$ cat src/rtl/bsl_pkg.sv
package bsl_pkg;
    typedef enum logic [3:0] {
        ST_KEY,
        ST_NOM_HI,
        ST_NOM_LO,
        ST_DAT_HI,
        ST_DAT_LO,
        ST_RSV,
        ST_PC_HI,
        ST_PC_LO,
        ST_SIZE,
        ST_ADDR_HI,
        ST_ADDR_LO,
        ST_DATA,
        ST_DONE,
        ST_FAULT
    } ldr_state_t;
endpackage

$ cat src/rtl/bsl_word_pair.sv
module bsl_word_pair #(
    parameter int BYTE_W = 8,
    localparam int WORD_W = 2 * BYTE_W
) (
    input  logic              clk,
    input  logic              rst_n,
    input  logic              byte_fire,
    input  logic [BYTE_W-1:0] byte_in,
    output logic              word_fire,
    output logic [WORD_W-1:0] word_out
);
    logic              have_lo;
    logic [BYTE_W-1:0] lo_byte;

    always_ff @(posedge clk or negedge rst_n) begin
        if (!rst_n) begin
            have_lo <= 1'b0;
            lo_byte <= '0;
        end else if (byte_fire) begin
            have_lo <= !have_lo;
            if (!have_lo) lo_byte <= byte_in;
        end
    end

    // second byte completes the word: high half is the byte now arriving
    assign word_fire = byte_fire && have_lo;
    assign word_out  = {byte_in, lo_byte};
endmodule

$ cat src/rtl/bsl_seq.sv
module bsl_seq
    import bsl_pkg::*;
#(
    parameter int          WORD_W    = 16,
    parameter logic [15:0] KEY       = 16'h08AA,
    parameter int          RSV_WORDS = 4,
    parameter int          ADDR_W    = 32,
    parameter int          PC_W      = 23,
    parameter int          TIM_W     = 32,
    localparam int         RSV_CW    = $clog2(RSV_WORDS + 1),
    localparam int         PC_HI_W   = PC_W - WORD_W
) (
    input  logic              clk,
    input  logic              rst_n,
    input  logic              word_fire,
    input  logic [WORD_W-1:0] word,
    output logic              data_fire,
    output logic [ADDR_W-1:0] data_addr,
    output logic              done,
    output logic              error,
    output logic [PC_W-1:0]   entry_pc,
    output logic [TIM_W-1:0]  nom_timing,
    output logic              nom_custom,
    output logic [TIM_W-1:0]  dat_timing,
    output logic              dat_custom
);
    ldr_state_t          state, nxt;
    logic [WORD_W-1:0]   hi_buf;
    logic [RSV_CW-1:0]   rsv_cnt;
    logic [WORD_W-1:0]   words_left;
    logic [ADDR_W-1:0]   cur_addr;
    logic [2*WORD_W-1:0] joined;

    assign joined = {hi_buf, word};

    always_ff @(posedge clk or negedge rst_n) begin
        if (!rst_n) state <= ST_KEY;
        else        state <= nxt;
    end

    always_comb begin
        nxt = state;
        unique case (state)
            ST_KEY:     if (word_fire) nxt = (word == KEY) ? ST_NOM_HI : ST_FAULT;
            ST_NOM_HI:  if (word_fire) nxt = ST_NOM_LO;
            ST_NOM_LO:  if (word_fire) nxt = ST_DAT_HI;
            ST_DAT_HI:  if (word_fire) nxt = ST_DAT_LO;
            ST_DAT_LO:  if (word_fire) nxt = ST_RSV;
            ST_RSV:     if (word_fire && rsv_cnt == RSV_CW'(RSV_WORDS - 1)) nxt = ST_PC_HI;
            ST_PC_HI:   if (word_fire) nxt = ST_PC_LO;
            ST_PC_LO:   if (word_fire) nxt = ST_SIZE;
            ST_SIZE:    if (word_fire) nxt = (word == '0) ? ST_DONE : ST_ADDR_HI;
            ST_ADDR_HI: if (word_fire) nxt = ST_ADDR_LO;
            ST_ADDR_LO: if (word_fire) nxt = ST_DATA;
            ST_DATA:    if (word_fire && words_left == WORD_W'(1)) nxt = ST_SIZE;
            ST_DONE:    nxt = ST_DONE;
            ST_FAULT:   nxt = ST_FAULT;
            default:    nxt = ST_FAULT;
        endcase
    end

    always_ff @(posedge clk or negedge rst_n) begin
        if (!rst_n) begin
            hi_buf     <= '0;
            rsv_cnt    <= '0;
            words_left <= '0;
            cur_addr   <= '0;
            entry_pc   <= '0;
            nom_timing <= '0;
            nom_custom <= 1'b0;
            dat_timing <= '0;
            dat_custom <= 1'b0;
        end else if (word_fire) begin
            unique case (state)
                ST_NOM_HI, ST_DAT_HI, ST_PC_HI, ST_ADDR_HI: hi_buf <= word;
                ST_NOM_LO: begin
                    nom_timing <= TIM_W'(joined);
                    nom_custom <= (joined != '0);
                end
                ST_DAT_LO: begin
                    dat_timing <= TIM_W'(joined);
                    dat_custom <= (joined != '0);
                    rsv_cnt    <= '0;
                end
                ST_RSV:     rsv_cnt    <= rsv_cnt + 1'b1;
                ST_PC_LO:   entry_pc   <= {hi_buf[PC_HI_W-1:0], word};
                ST_SIZE:    words_left <= word;
                ST_ADDR_LO: cur_addr   <= ADDR_W'(joined);
                ST_DATA: begin
                    cur_addr   <= cur_addr + 1'b1;
                    words_left <= words_left - 1'b1;
                end
                default: ;
            endcase
        end
    end

    always_comb begin
        data_fire = word_fire && (state == ST_DATA);
        data_addr = cur_addr;
        done      = (state == ST_DONE);
        error     = (state == ST_FAULT);
    end

    assert_fault_sticky_R2: assert property (@(posedge clk) disable iff (!rst_n)
        error |=> (error && !done));
    assert_done_sticky_R8: assert property (@(posedge clk) disable iff (!rst_n)
        done |=> (done && $stable(entry_pc) && $stable(nom_timing) && $stable(dat_timing)));
    assert_addr_step_R7: assert property (@(posedge clk) disable iff (!rst_n)
        (data_fire && words_left != WORD_W'(1)) |=> (data_addr == $past(data_addr) + 1'b1));
endmodule

$ cat src/rtl/bsl_wr_port.sv
module bsl_wr_port #(
    parameter int ADDR_W = 32,
    parameter int DATA_W = 16
) (
    input  logic              clk,
    input  logic              rst_n,
    input  logic              load,
    input  logic [ADDR_W-1:0] load_addr,
    input  logic [DATA_W-1:0] load_data,
    input  logic              mem_ready,
    output logic              mem_wr_en,
    output logic [ADDR_W-1:0] mem_addr,
    output logic [DATA_W-1:0] mem_wdata,
    output logic              stall
);
    always_ff @(posedge clk or negedge rst_n) begin
        if (!rst_n) begin
            mem_wr_en <= 1'b0;
            mem_addr  <= '0;
            mem_wdata <= '0;
        end else if (load) begin
            mem_wr_en <= 1'b1;
            mem_addr  <= load_addr;
            mem_wdata <= load_data;
        end else if (mem_ready) begin
            mem_wr_en <= 1'b0;
        end
    end

    assign stall = mem_wr_en && !mem_ready;

    assert_hold_R9: assert property (@(posedge clk) disable iff (!rst_n)
        (mem_wr_en && !mem_ready) |=> (mem_wr_en && $stable(mem_addr) && $stable(mem_wdata)));
endmodule

$ cat src/rtl/boot_stream_loader.sv
module boot_stream_loader
    import bsl_pkg::*;
#(
    parameter int          BYTE_W    = 8,
    parameter logic [15:0] KEY       = 16'h08AA,
    parameter int          RSV_WORDS = 4,
    parameter int          ADDR_W    = 32,
    parameter int          PC_W      = 23,
    parameter int          TIM_W     = 32,
    localparam int         WORD_W    = 2 * BYTE_W
) (
    input  logic              clk,
    input  logic              rst_n,
    input  logic [BYTE_W-1:0] in_data,
    input  logic              in_valid,
    output logic              in_ready,
    output logic              mem_wr_en,
    output logic [ADDR_W-1:0] mem_addr,
    output logic [WORD_W-1:0] mem_wdata,
    input  logic              mem_ready,
    output logic              done,
    output logic              error,
    output logic [PC_W-1:0]   entry_pc,
    output logic [TIM_W-1:0]  nom_timing,
    output logic              nom_custom,
    output logic [TIM_W-1:0]  dat_timing,
    output logic              dat_custom
);
    logic              byte_fire;
    logic              word_fire;
    logic [WORD_W-1:0] word;
    logic              data_fire;
    logic [ADDR_W-1:0] data_addr;
    logic              stall;

    assign in_ready  = !stall;
    assign byte_fire = in_valid && in_ready;

    bsl_word_pair #(.BYTE_W(BYTE_W)) pair_i (
        .clk       (clk),
        .rst_n     (rst_n),
        .byte_fire (byte_fire),
        .byte_in   (in_data),
        .word_fire (word_fire),
        .word_out  (word)
    );

    bsl_seq #(
        .WORD_W    (WORD_W),
        .KEY       (KEY),
        .RSV_WORDS (RSV_WORDS),
        .ADDR_W    (ADDR_W),
        .PC_W      (PC_W),
        .TIM_W     (TIM_W)
    ) seq_i (
        .clk        (clk),
        .rst_n      (rst_n),
        .word_fire  (word_fire),
        .word       (word),
        .data_fire  (data_fire),
        .data_addr  (data_addr),
        .done       (done),
        .error      (error),
        .entry_pc   (entry_pc),
        .nom_timing (nom_timing),
        .nom_custom (nom_custom),
        .dat_timing (dat_timing),
        .dat_custom (dat_custom)
    );

    bsl_wr_port #(.ADDR_W(ADDR_W), .DATA_W(WORD_W)) wr_i (
        .clk       (clk),
        .rst_n     (rst_n),
        .load      (data_fire),
        .load_addr (data_addr),
        .load_data (word),
        .mem_ready (mem_ready),
        .mem_wr_en (mem_wr_en),
        .mem_addr  (mem_addr),
        .mem_wdata (mem_wdata),
        .stall     (stall)
    );

    assert_ready_drop_R9: assert property (@(posedge clk) disable iff (!rst_n)
        (mem_wr_en && !mem_ready) |-> !in_ready);
    assert_no_write_done_R8: assert property (@(posedge clk) disable iff (!rst_n)
        done |-> !mem_wr_en);
    assert_no_write_fault_R2: assert property (@(posedge clk) disable iff (!rst_n)
        error |-> !mem_wr_en);
    assert_exclusive_end_R8: assert property (@(posedge clk) disable iff (!rst_n)
        $onehot0({done, error}));
endmodule

$ cat config.mk
export PLATFORM = sky130hd
export DESIGN_NAME = boot_stream_loader
export DESIGN_NICKNAME = d
export VERILOG_FILES = /design/src/rtl/bsl_pkg.sv /design/src/rtl/bsl_word_pair.sv /design/src/rtl/bsl_seq.sv /design/src/rtl/bsl_wr_port.sv /design/src/rtl/boot_stream_loader.sv
export SDC_FILE = /design/constraint.sdc
export NUM_CORES = 1
export LEC_CHECK = 0
export BUFFER_PORTS_ARGS = -buffer_cell sky130_fd_sc_hd__buf_2
export CAP_MARGIN = 20
export CORE_MARGIN = 4
export CORE_UTILIZATION = 57
export CTS_CLUSTER_SIZE = 16
export DETAILED_ROUTE_END_ITERATION = 12
export HOLD_SLACK_MARGIN = 0.05
export PLACE_DENSITY = 0.86
export SLEW_MARGIN = 15
export SYNTH_ARGS = -nofsm -noshare
export SYNTH_HDL_FRONTEND = slang
export SYNTH_HIERARCHICAL = 1
export SYNTH_SLANG_ARGS = --single-unit
$ cat constraint.sdc
create_clock -name clk -period 2.3 [get_ports clk]
set_input_delay 0.115 -clock clk [delete_from_list [all_inputs] [get_ports clk]]
set_output_delay 0.115 -clock clk [all_outputs]
set_load 0.01 [all_outputs]
**Yosys cells after proc, flatten, opt, wreduce, memory -nomap -nowiden**

Index checks and enable logic that the tools add are counted.

- Flip-flop bits (word level): 218
- Input bits: 12
- Output and inout bits: 141
- Logic and storage cells: 93

- Add/subtract/negate cells: 3
- Equal/unequal tests: 28
- Multiplexer cells: 20
- Bitwise logic cells: 1
- Reduce and logical (&&, ||, !) cells: 26

Operator list:

| cell | number |
|---|---|
| one-hot mux 32 bit (2 select lines) | 1 |
| two-way mux 4 bit | 13 |
| one-hot mux 4 bit (13 select lines) | 1 |
| adder 32 x 1 -> 32 bit, second input constant | 1 |
| one-hot mux 16 bit (2 select lines) | 1 |
| nonzero test 32 bit | 1 |
| == test 4 bit, second input constant | 6 |
| != test 2 x 1 -> 1 bit, second input constant | 12 |
| == test 16 x 1 -> 1 bit, second input constant | 1 |
| == test 16 x 12 -> 1 bit, second input constant | 1 |
| == test 4 x 3 -> 1 bit, second input constant | 4 |
| zero test 16 bit | 1 |
| AND reduction 2 bit | 8 |
| subtractor 16 x 1 -> 16 bit, second input constant | 1 |
| AND reduction 12 bit | 1 |
| == test 4 x 2 -> 1 bit, second input constant | 2 |
| nonzero test 2 bit | 4 |
| logical AND 1 bit | 6 |
| one-hot mux 3 bit (2 select lines) | 1 |
| == test 4 x 1 -> 1 bit, second input constant | 1 |
| zero test 4 bit | 1 |
| OR reduction 4 bit | 1 |
| adder 3 x 1 -> 3 bit, second input constant | 1 |
| == test 3 x 2 -> 1 bit, second input constant | 1 |
| 4 further kinds | 7 |

**Depth between registers and ports, before layout**

Gate-level depths: netlist (run 1).

- Depth after elaboration: 8
- Depth in mapped cells: 9
- Mapped depth without buffers: 8

**Hierarchy**

The synthesis (run 1) kept the hierarchy.

Modules (own cells, without submodules):

| module | times used | cells each | area an instance (um2) | sequential area each (um2) |
|---|---|---|---|---|
| bsl_seq | 1 | 664 | 7499.7 | 4003.8 |
| bsl_wr_port | 1 | 104 | 1858.0 | 1226.2 |
| bsl_word_pair | 1 | 29 | 446.7 | 225.2 |
| boot_stream_loader | 1 | 2 | 10.0 | 0.0 |

**Worst setup path after synthesis (run 1)**

No wires, ideal clock.

- Path type: flip-flop to flip-flop
- Start point: register wr_i.mem_wr_en
- End point: register seq_i.entry_pc[10]
- Library setup time: 0.125 ns
- Arrival: 2.081 ns
- Data required time: 2.175 ns
- Slack: 0.094 ns
- Cell stages (with the launch flop): 9
- Path buffers: 2
- Period minus slack after synthesis: 2.206 ns
- Path through: dfrtp_1 > nor2b_1 > nor2b_1 > and2_2 > buf_2 > nand3b_1 > nor2_1 > buf_2 > mux2_2

- Cells in the longest elaborated chain, start to end: 5

RTL lines:

| what | RTL line | text |
|---|---|---|
| from (decl) | bsl_wr_port.sv:11 | `output logic mem_wr_en,` |
| from (signal assigned) | bsl_wr_port.sv:18 | `mem_wr_en <= 1'b0;` |
| from (signal assigned) | bsl_wr_port.sv:22 | `mem_wr_en <= 1'b1;` |
| from (signal assigned) | bsl_wr_port.sv:26 | `mem_wr_en <= 1'b0;` |
| logical AND 1 bit | bsl_wr_port.sv:30 | `assign stall = mem_wr_en && !mem_ready;` |
| net stall | boot_stream_loader.sv:34 | `logic stall;` |
| zero test 1 bit | boot_stream_loader.sv:36 | `assign in_ready = !stall;` |
| logical AND 1 bit | boot_stream_loader.sv:37 | `assign byte_fire = in_valid && in_ready;` |
| net byte_fire | boot_stream_loader.sv:29 | `logic byte_fire;` |
| logical AND 1 bit | bsl_word_pair.sv:26 | `assign word_fire = byte_fire && have_lo;` |
| net word_fire | boot_stream_loader.sv:30 | `logic word_fire;` |
| AND reduction 2 bit (no source line) | -- |  |
| to (signal assigned) | bsl_seq.sv:86 | `ST_PC_LO: entry_pc <= {hi_buf[PC_HI_W-1:0], word};` |
| to (decl) | bsl_seq.sv:21 | `output logic [PC_W-1:0] entry_pc,` |

The timed path passes the listed nets, and every way through them passes these cells.
A chain may end at the register's enable or synchronous reset.

**Final worst setup path (run 1)**

- Start point: register wr_i.mem_wr_en
- End point: register seq_i.entry_pc[19]

The elaborated chain is that of the path after synthesis.

==> run metrics, run 1 <==
WL met3=2340 µm; Tcrit/Tclk final=0.939; CTS sink cnt=around 220; first-pass GRT wire length=roughly 41000 µm; syn nets=816; Power Total=around 18000 µW; WP data required=2.70 ns; worst-case clock buffer depth=3; Fillers=around 1200; Initial DRC Count=882; Layout Nets=between 900 and 1000; worst hold path type=input pin to register; # rows=47; Tot GR Track Use=0.263; Yosys reg bits=~220; CP Launch Type=register; largest net degree at the start of global routing=between 70 and 80; CP Class=register to register; vias per std cell=just over 6; post-route cell area=11800 µm²; Hold WS=~0.079 ns; Relative slew margins=0.609; Fmax=roughly 460 MHz; GP Congestion=around 0.91; Initial Utilization=0.588; worst-margin pin slew=approximately 0.6 ns; post-route setup TNS=0 ns; Syn Area/Cell=12.3 µm²; post-DP HPWL=16800 µm; latest clock arrival within the worst-skew pair=about 0.51 ns; RSZ-0062 raised after global routing=false; H-tree depth=1; most frequent cells in the layout=218 x dfrtp_1, 151 x buf_2, 142 x mux2_2; share of layout cells above drive strength 1=0.411; Sw Pwr=6550 µW; number of remaining DRC errors=0; Die Wd=about 140 µm; clock root cell=clkbuf_16; WHS Path Cells=3; sequential element share of the synthesized area=0.556; FF-to-FF End=seq_i/entry_pc[19]; Final min period=2.16 ns; clock transition at the registers of the reported paths=0.06 ns; Post-Place Cell Area=roughly 11000 µm²; highest routed metal layer=met4; vias in the first global route=7447; pwr/cell area=about 1500 nW/µm²; Synth Warn #=6; commonest non-fill, non-tap cell in the layout=dfrtp_1; P_leak=~0.0055 µW; Max Slew Vio Count=0; number of flops mapped to enable cells by yosys=0; port bufs=152; 1st-pass router iterations=5; Mapped Cells=between 700 and 800; initial antenna violation count=0; remaining antenna violation count=0; critical path arrival=between 2 and 3 ns; Worst R2R Path Depth=7; clk_skew=~0.013 ns; Crit. End Element=register; Clock power frac=0.220; Met2 Wirelength=12200 µm; CTS tree=done; GR Overflow Total=0; maxcap violations=0; hold path start=in_valid; placeable core region=~17000 µm²; Primary FF master, synth=dfrtp_1; Avg WL per Cell=21.5 µm; flop-to-flop setup slack=between 0.1 and 0.15 ns; Vias=7394; DRT met1 WL=roughly 11000 µm; die height=roughly 140 µm; sequential share of power=0.414; VDD IR max=a little under 0.9 mV; Routed WL=between 20000 and 30000 µm; fin util=0.704; I/O pin total=~150; RR Startpoint=wr_i/mem_wr_en; Combinational Power Share=0.366; # diodes=0; Hold Crit Endpoint=pair_i/have_lo; Int Pwr=around 11000 µW; asr flop ratio synth=1.00; # setup viols final=0; Net Sw Frac=0.372; Post-Synthesis Cell Area=approximately 10000 µm²; CTS buffer count=23; synthesis-to-finish area growth=19.8%; maximum fanout along the worst path=13; distinct cell type count after synthesis=69; status=finished, final reports clean; Total Die Area=19400 µm²; final hold vios=0
critical path, cell delays in order (launching register included):
cell	delay (ns)
dfrtp_1	0.37
nor2b_1	0.15
nor2b_1	0.21
and2_4	0.26
nand3b_1	0.24
nor2_2	0.20
buf_4	0.24
mux2_2	0.37
power groups by stage:
stage	Combinational, µW	Clock [µW]	Sequential, µW
after floorplan	3730	0	7230
after global placement	6150	0	7200
after detailed placement	6370	0	7280
after CTS	6450	3930	7250
after global routing	7010	4110	7490
final	6450	3880	7280
cell families (layout without fill, tap and decap cells):
group                    count (synthesis)  after routing  share of synthesized area
AND/OR/NAND/NOR                        199            199                      0.110
buffers and inverters                   62            239                     0.0349
multiplexers                           161            161                      0.191
AO/OA/AOI/OAI                          153            153                      0.101
adder cells (fa/ha/maj)                  5              5                    0.00637
XOR/XNOR                                 1              1                   0.000893
flip-flops                             218            218                      0.556
repair_timing:
action	CTS	global route
gates resized for setup	0	1
setup buffers	0	0
endpoints found under the setup margin	0	55
hold buffers	3	0
hold endpoints to repair	67	0
worst max-delay path by stage:
stage	startpoint	endpoint	depth (start not counted)
2_1_floorplan	wr_i/mem_wr_en	seq_i/entry_pc[10]	8
3_3_place_gp	wr_i/mem_wr_en	seq_i/data_addr[22]	7
3_5_place_dp	wr_i/mem_wr_en	seq_i/dat_timing[21]	7
4_1_cts	wr_i/mem_wr_en	seq_i/dat_timing[15]	7
5_1_grt	wr_i/mem_wr_en	seq_i/dat_timing[2]	7
6_report	wr_i/mem_wr_en	seq_i/entry_pc[19]	7
through the flow:
stage | instances | worst slack (ns)
2_1_floorplan | 799 | 0.0939
4_1_cts | 1196 | 0.0935
3_5_place_dp | 1152 | 0.115
6_report | 1196 | 0.140
5_1_grt | 1196 | 0.0224
3_3_place_gp | 1152 | 0.213
layer usage:
| metal | track usage | vias to the layer above |
|---|---|---|
| met5 | 0 | - |
| met2 | 0.414 | 388 |
| met4 | 0.0772 | 0 |
| met3 | 0.0593 | 57 |
| li1 | - | 3264 |
| met1 | 0.370 | 3685 |
final cells by class:
cell class,instances,area [µm²],share of cell area
repair buffers,189,1170,0.0993
inverters,9,33.8,0.00287
clock inverters,8,123,0.0104
well taps,220,275,0.0234
clock buffers,33,673,0.0572
flip-flops and latches,218,5460,0.464
multi-input cells,519,4030,0.343
cells in the mapped netlist (14+ instances only):
library cell | instances | share of area
nand2_1 | 42 | 0.016
dfrtp_1 | 218 | 0.56
buf_2 | 16 | 0.0082
nor3_1 | 14 | 0.0071
mux2_4 | 17 | 0.026
a21oi_1 | 45 | 0.023
nor2_1 | 49 | 0.019
mux2_2 | 142 | 0.16
o21ai_0 | 26 | 0.013
clkbuf_1 | 17 | 0.0065
buf_4 | 16 | 0.012
nand3_1 | 24 | 0.012
registers in the layout, summed over array words and instances, names as in the netlist:
name and flops:
seq_i/dat_timing 32, seq_i/dat_custom 1, pair_i/lo_byte 8, seq_i/words_left 16, wr_i/mem_wdata 16, seq_i/entry_pc 23
seq_i/hi_buf 16, wr_i/mem_addr 32, pair_i/have_lo 1, seq_i/nom_custom 1, wr_i/mem_wr_en 1, seq_i/data_addr 32
seq_i/state 4, seq_i/rsv_cnt 3, seq_i/nom_timing 32
(Power assumes the default switching activity.)
==> run 2: changes to the inputs <==
Settings changed: CELL_PAD_IN_SITES_DETAIL_PLACEMENT from default to 1, CELL_PAD_IN_SITES_GLOBAL_PLACEMENT from default to 1, CORE_UTILIZATION 57 to 46.
==> run 2 against run 1 <==
  * Global-route usage fell by 0.26 points
  * Cell area rose by 1.1%
  * Utilization fell by 14 points
  * Combinational power rose by 5.6%
  * Count of clock-buffer cells in the layout rose by 2
  * Register-to-register slack barely moved
  * Clock power fell by 3%
  * Clock skew fell by 0.00095 ns
  * Die area rose by 22%
  * Sequential share of layout area fell by 0.51 points
  * Worst hold slack got worse by 0.011 ns
  * Largest cell class unchanged
  * Highest routed layer unchanged
==> run metrics, run 2 (same netlist as run 1, synthesis figures left out) <==
flop-to-flop setup slack=0.14 ns; maximum fanout along the worst path=7; pwr/cell area=~1500 nW/µm²; Vias=around 7500; first-pass GRT wire length=49400 µm; post-DP HPWL=20300 µm; status=finished, final reports clean; GP Congestion=between 0.8 and 0.9; Hold WS=0.0675 ns; clk_skew=~0.012 ns; Total Die Area=~24000 µm²; final hold vios=0; worst hold path type=input pin to register; port bufs=roughly 150; Avg WL per Cell=around 25 µm; Crit. End Element=register; Layout Nets=~990; number of remaining DRC errors=0; initial antenna violation count=0; Critical Path Slowest Stage Cell=dfrtp_1; worst-margin pin slew=just over 0.7 ns; Initial Utilization=0.467; CP Class=register to register; CTS sink cnt=approximately 220; CP peak stage delay=approximately 0.38 ns; Routed WL=31000 µm; latest clock arrival within the worst-skew pair=roughly 0.51 ns; Tcrit/Tclk final=0.940; # rows=between 50 and 60; Initial DRC Count=around 450; post-route setup TNS=0 ns; 1st-pass router iterations=5; worst-case clock buffer depth=3; synthesis-to-finish area growth=21.2%; largest net degree at the start of global routing=83; critical path arrival=approximately 2.5 ns; CP Launch Type=register; dpl ws=about 0.12 ns; vias in the first global route=8518; setup slack after layout=~0.14 ns; WP data required=between 2 and 3 ns; share of layout cells above drive strength 1=0.416; VDD IR max=~0.91 mV; Max Slew Vio Count=0; remaining antenna violation count=0; I/O pin total=around 150; Die Wd=between 150 and 200 µm; P_leak=roughly 0.0056 µW; CTS tree=done; CTS buffer count=24; # diodes=0; commonest non-fill, non-tap cell in the layout=dfrtp_1; maxcap violations=0; die height=about 150 µm; post-route cell area=11900 µm²; crit path cell chain=nor2b_1, nor2b_2, and2_2, buf_4, o31a_1, o32a_1, o21ai_2, a221o_1; Relative slew margins=0.529; Final min period=~2.2 ns; Fmax=462 MHz; Tot GR Track Use=0.260; # setup viols final=0; most frequent cells in the layout=218 x dfrtp_1, 151 x buf_2, 142 x mux2_2; vias per std cell=slightly below 6; clock root cell=clkbuf_16; GR Overflow Total=0; Post-Place Cell Area=about 11000 µm²; clock transition at the registers of the reported paths=0.06 ns; RSZ-0062 raised after global routing=false; placeable core region=between 20000 and 25000 µm²; H-tree depth=1
run 2: report_power, final:
| part | total [µW] | leakage, µW | switching, µW | internal, µW |
|---|---|---|---|---|
| clock network | 3770 | 0.000372 | 1500 | 2270 |
| logic | 6810 | 0.00250 | 3610 | 3200 |
| registers | 7380 | 0.00271 | 1830 | 5550 |
run 2: final timing paths:
kind,startpoint,end,cells after the start
setup / recovery,wr_i/mem_wr_en,seq_i/state[1],8
hold / removal,in_data[0],seq_i/nom_timing[8],2
setup reg to reg,wr_i/mem_wr_en,seq_i/state[1],8
hold reg to reg,seq_i/nom_timing[10],seq_i/nom_timing[10],1
max in group asynchronous,rst_n,wr_i/mem_addr[31],3
min in group asynchronous,rst_n,wr_i/mem_wdata[9],2
run 2: layout make-up:
class                      count  area (µm²)
clock buffer                  35         683
clock inverter                 6        82.6
fill                        2195        9130
inverter                       9        33.8
multi-input combinational    519        4030
sequential                   218        5460
tap                          275         344
timing repair buffer         200        1260
run 2: what timing repair did:
action / 4_1_cts / 5_1_grt
gates resized for setup: 0 / 1
hold endpoints to repair: 76 / 0
endpoints found under the setup margin: 0 / 12
hold buffers: 1 / 0
setup buffers: 0 / 0
run 2: metrics by stage:
step / instances / utilization / power, µW
global placement: 1220 / 0.529 / 13500
CTS: 1262 / 0.566 / 18000
finish: 1262 / 0.566 / 18000
floorplan: 799 / - / 11000
global route: 1262 / 0.566 / 19000
detailed placement: 1220 / 0.529 / 14000
run 2: routing by layer:
metal  track usage  part of all wire
met1         0.334              0.40
met2         0.436              0.50
met3        0.0639             0.065
met4        0.0812             0.030
met5             0                 0
run 2: worst max-delay path, delay by kind of cell, from the launching register on:
| family | cells | cell delay [ns] |
|---|---|---|
| simple gates | 3 | 0.57 |
| flops | 1 | 0.38 |
| compound gates | 4 | 0.89 |
| buf+inv | 1 | 0.19 |
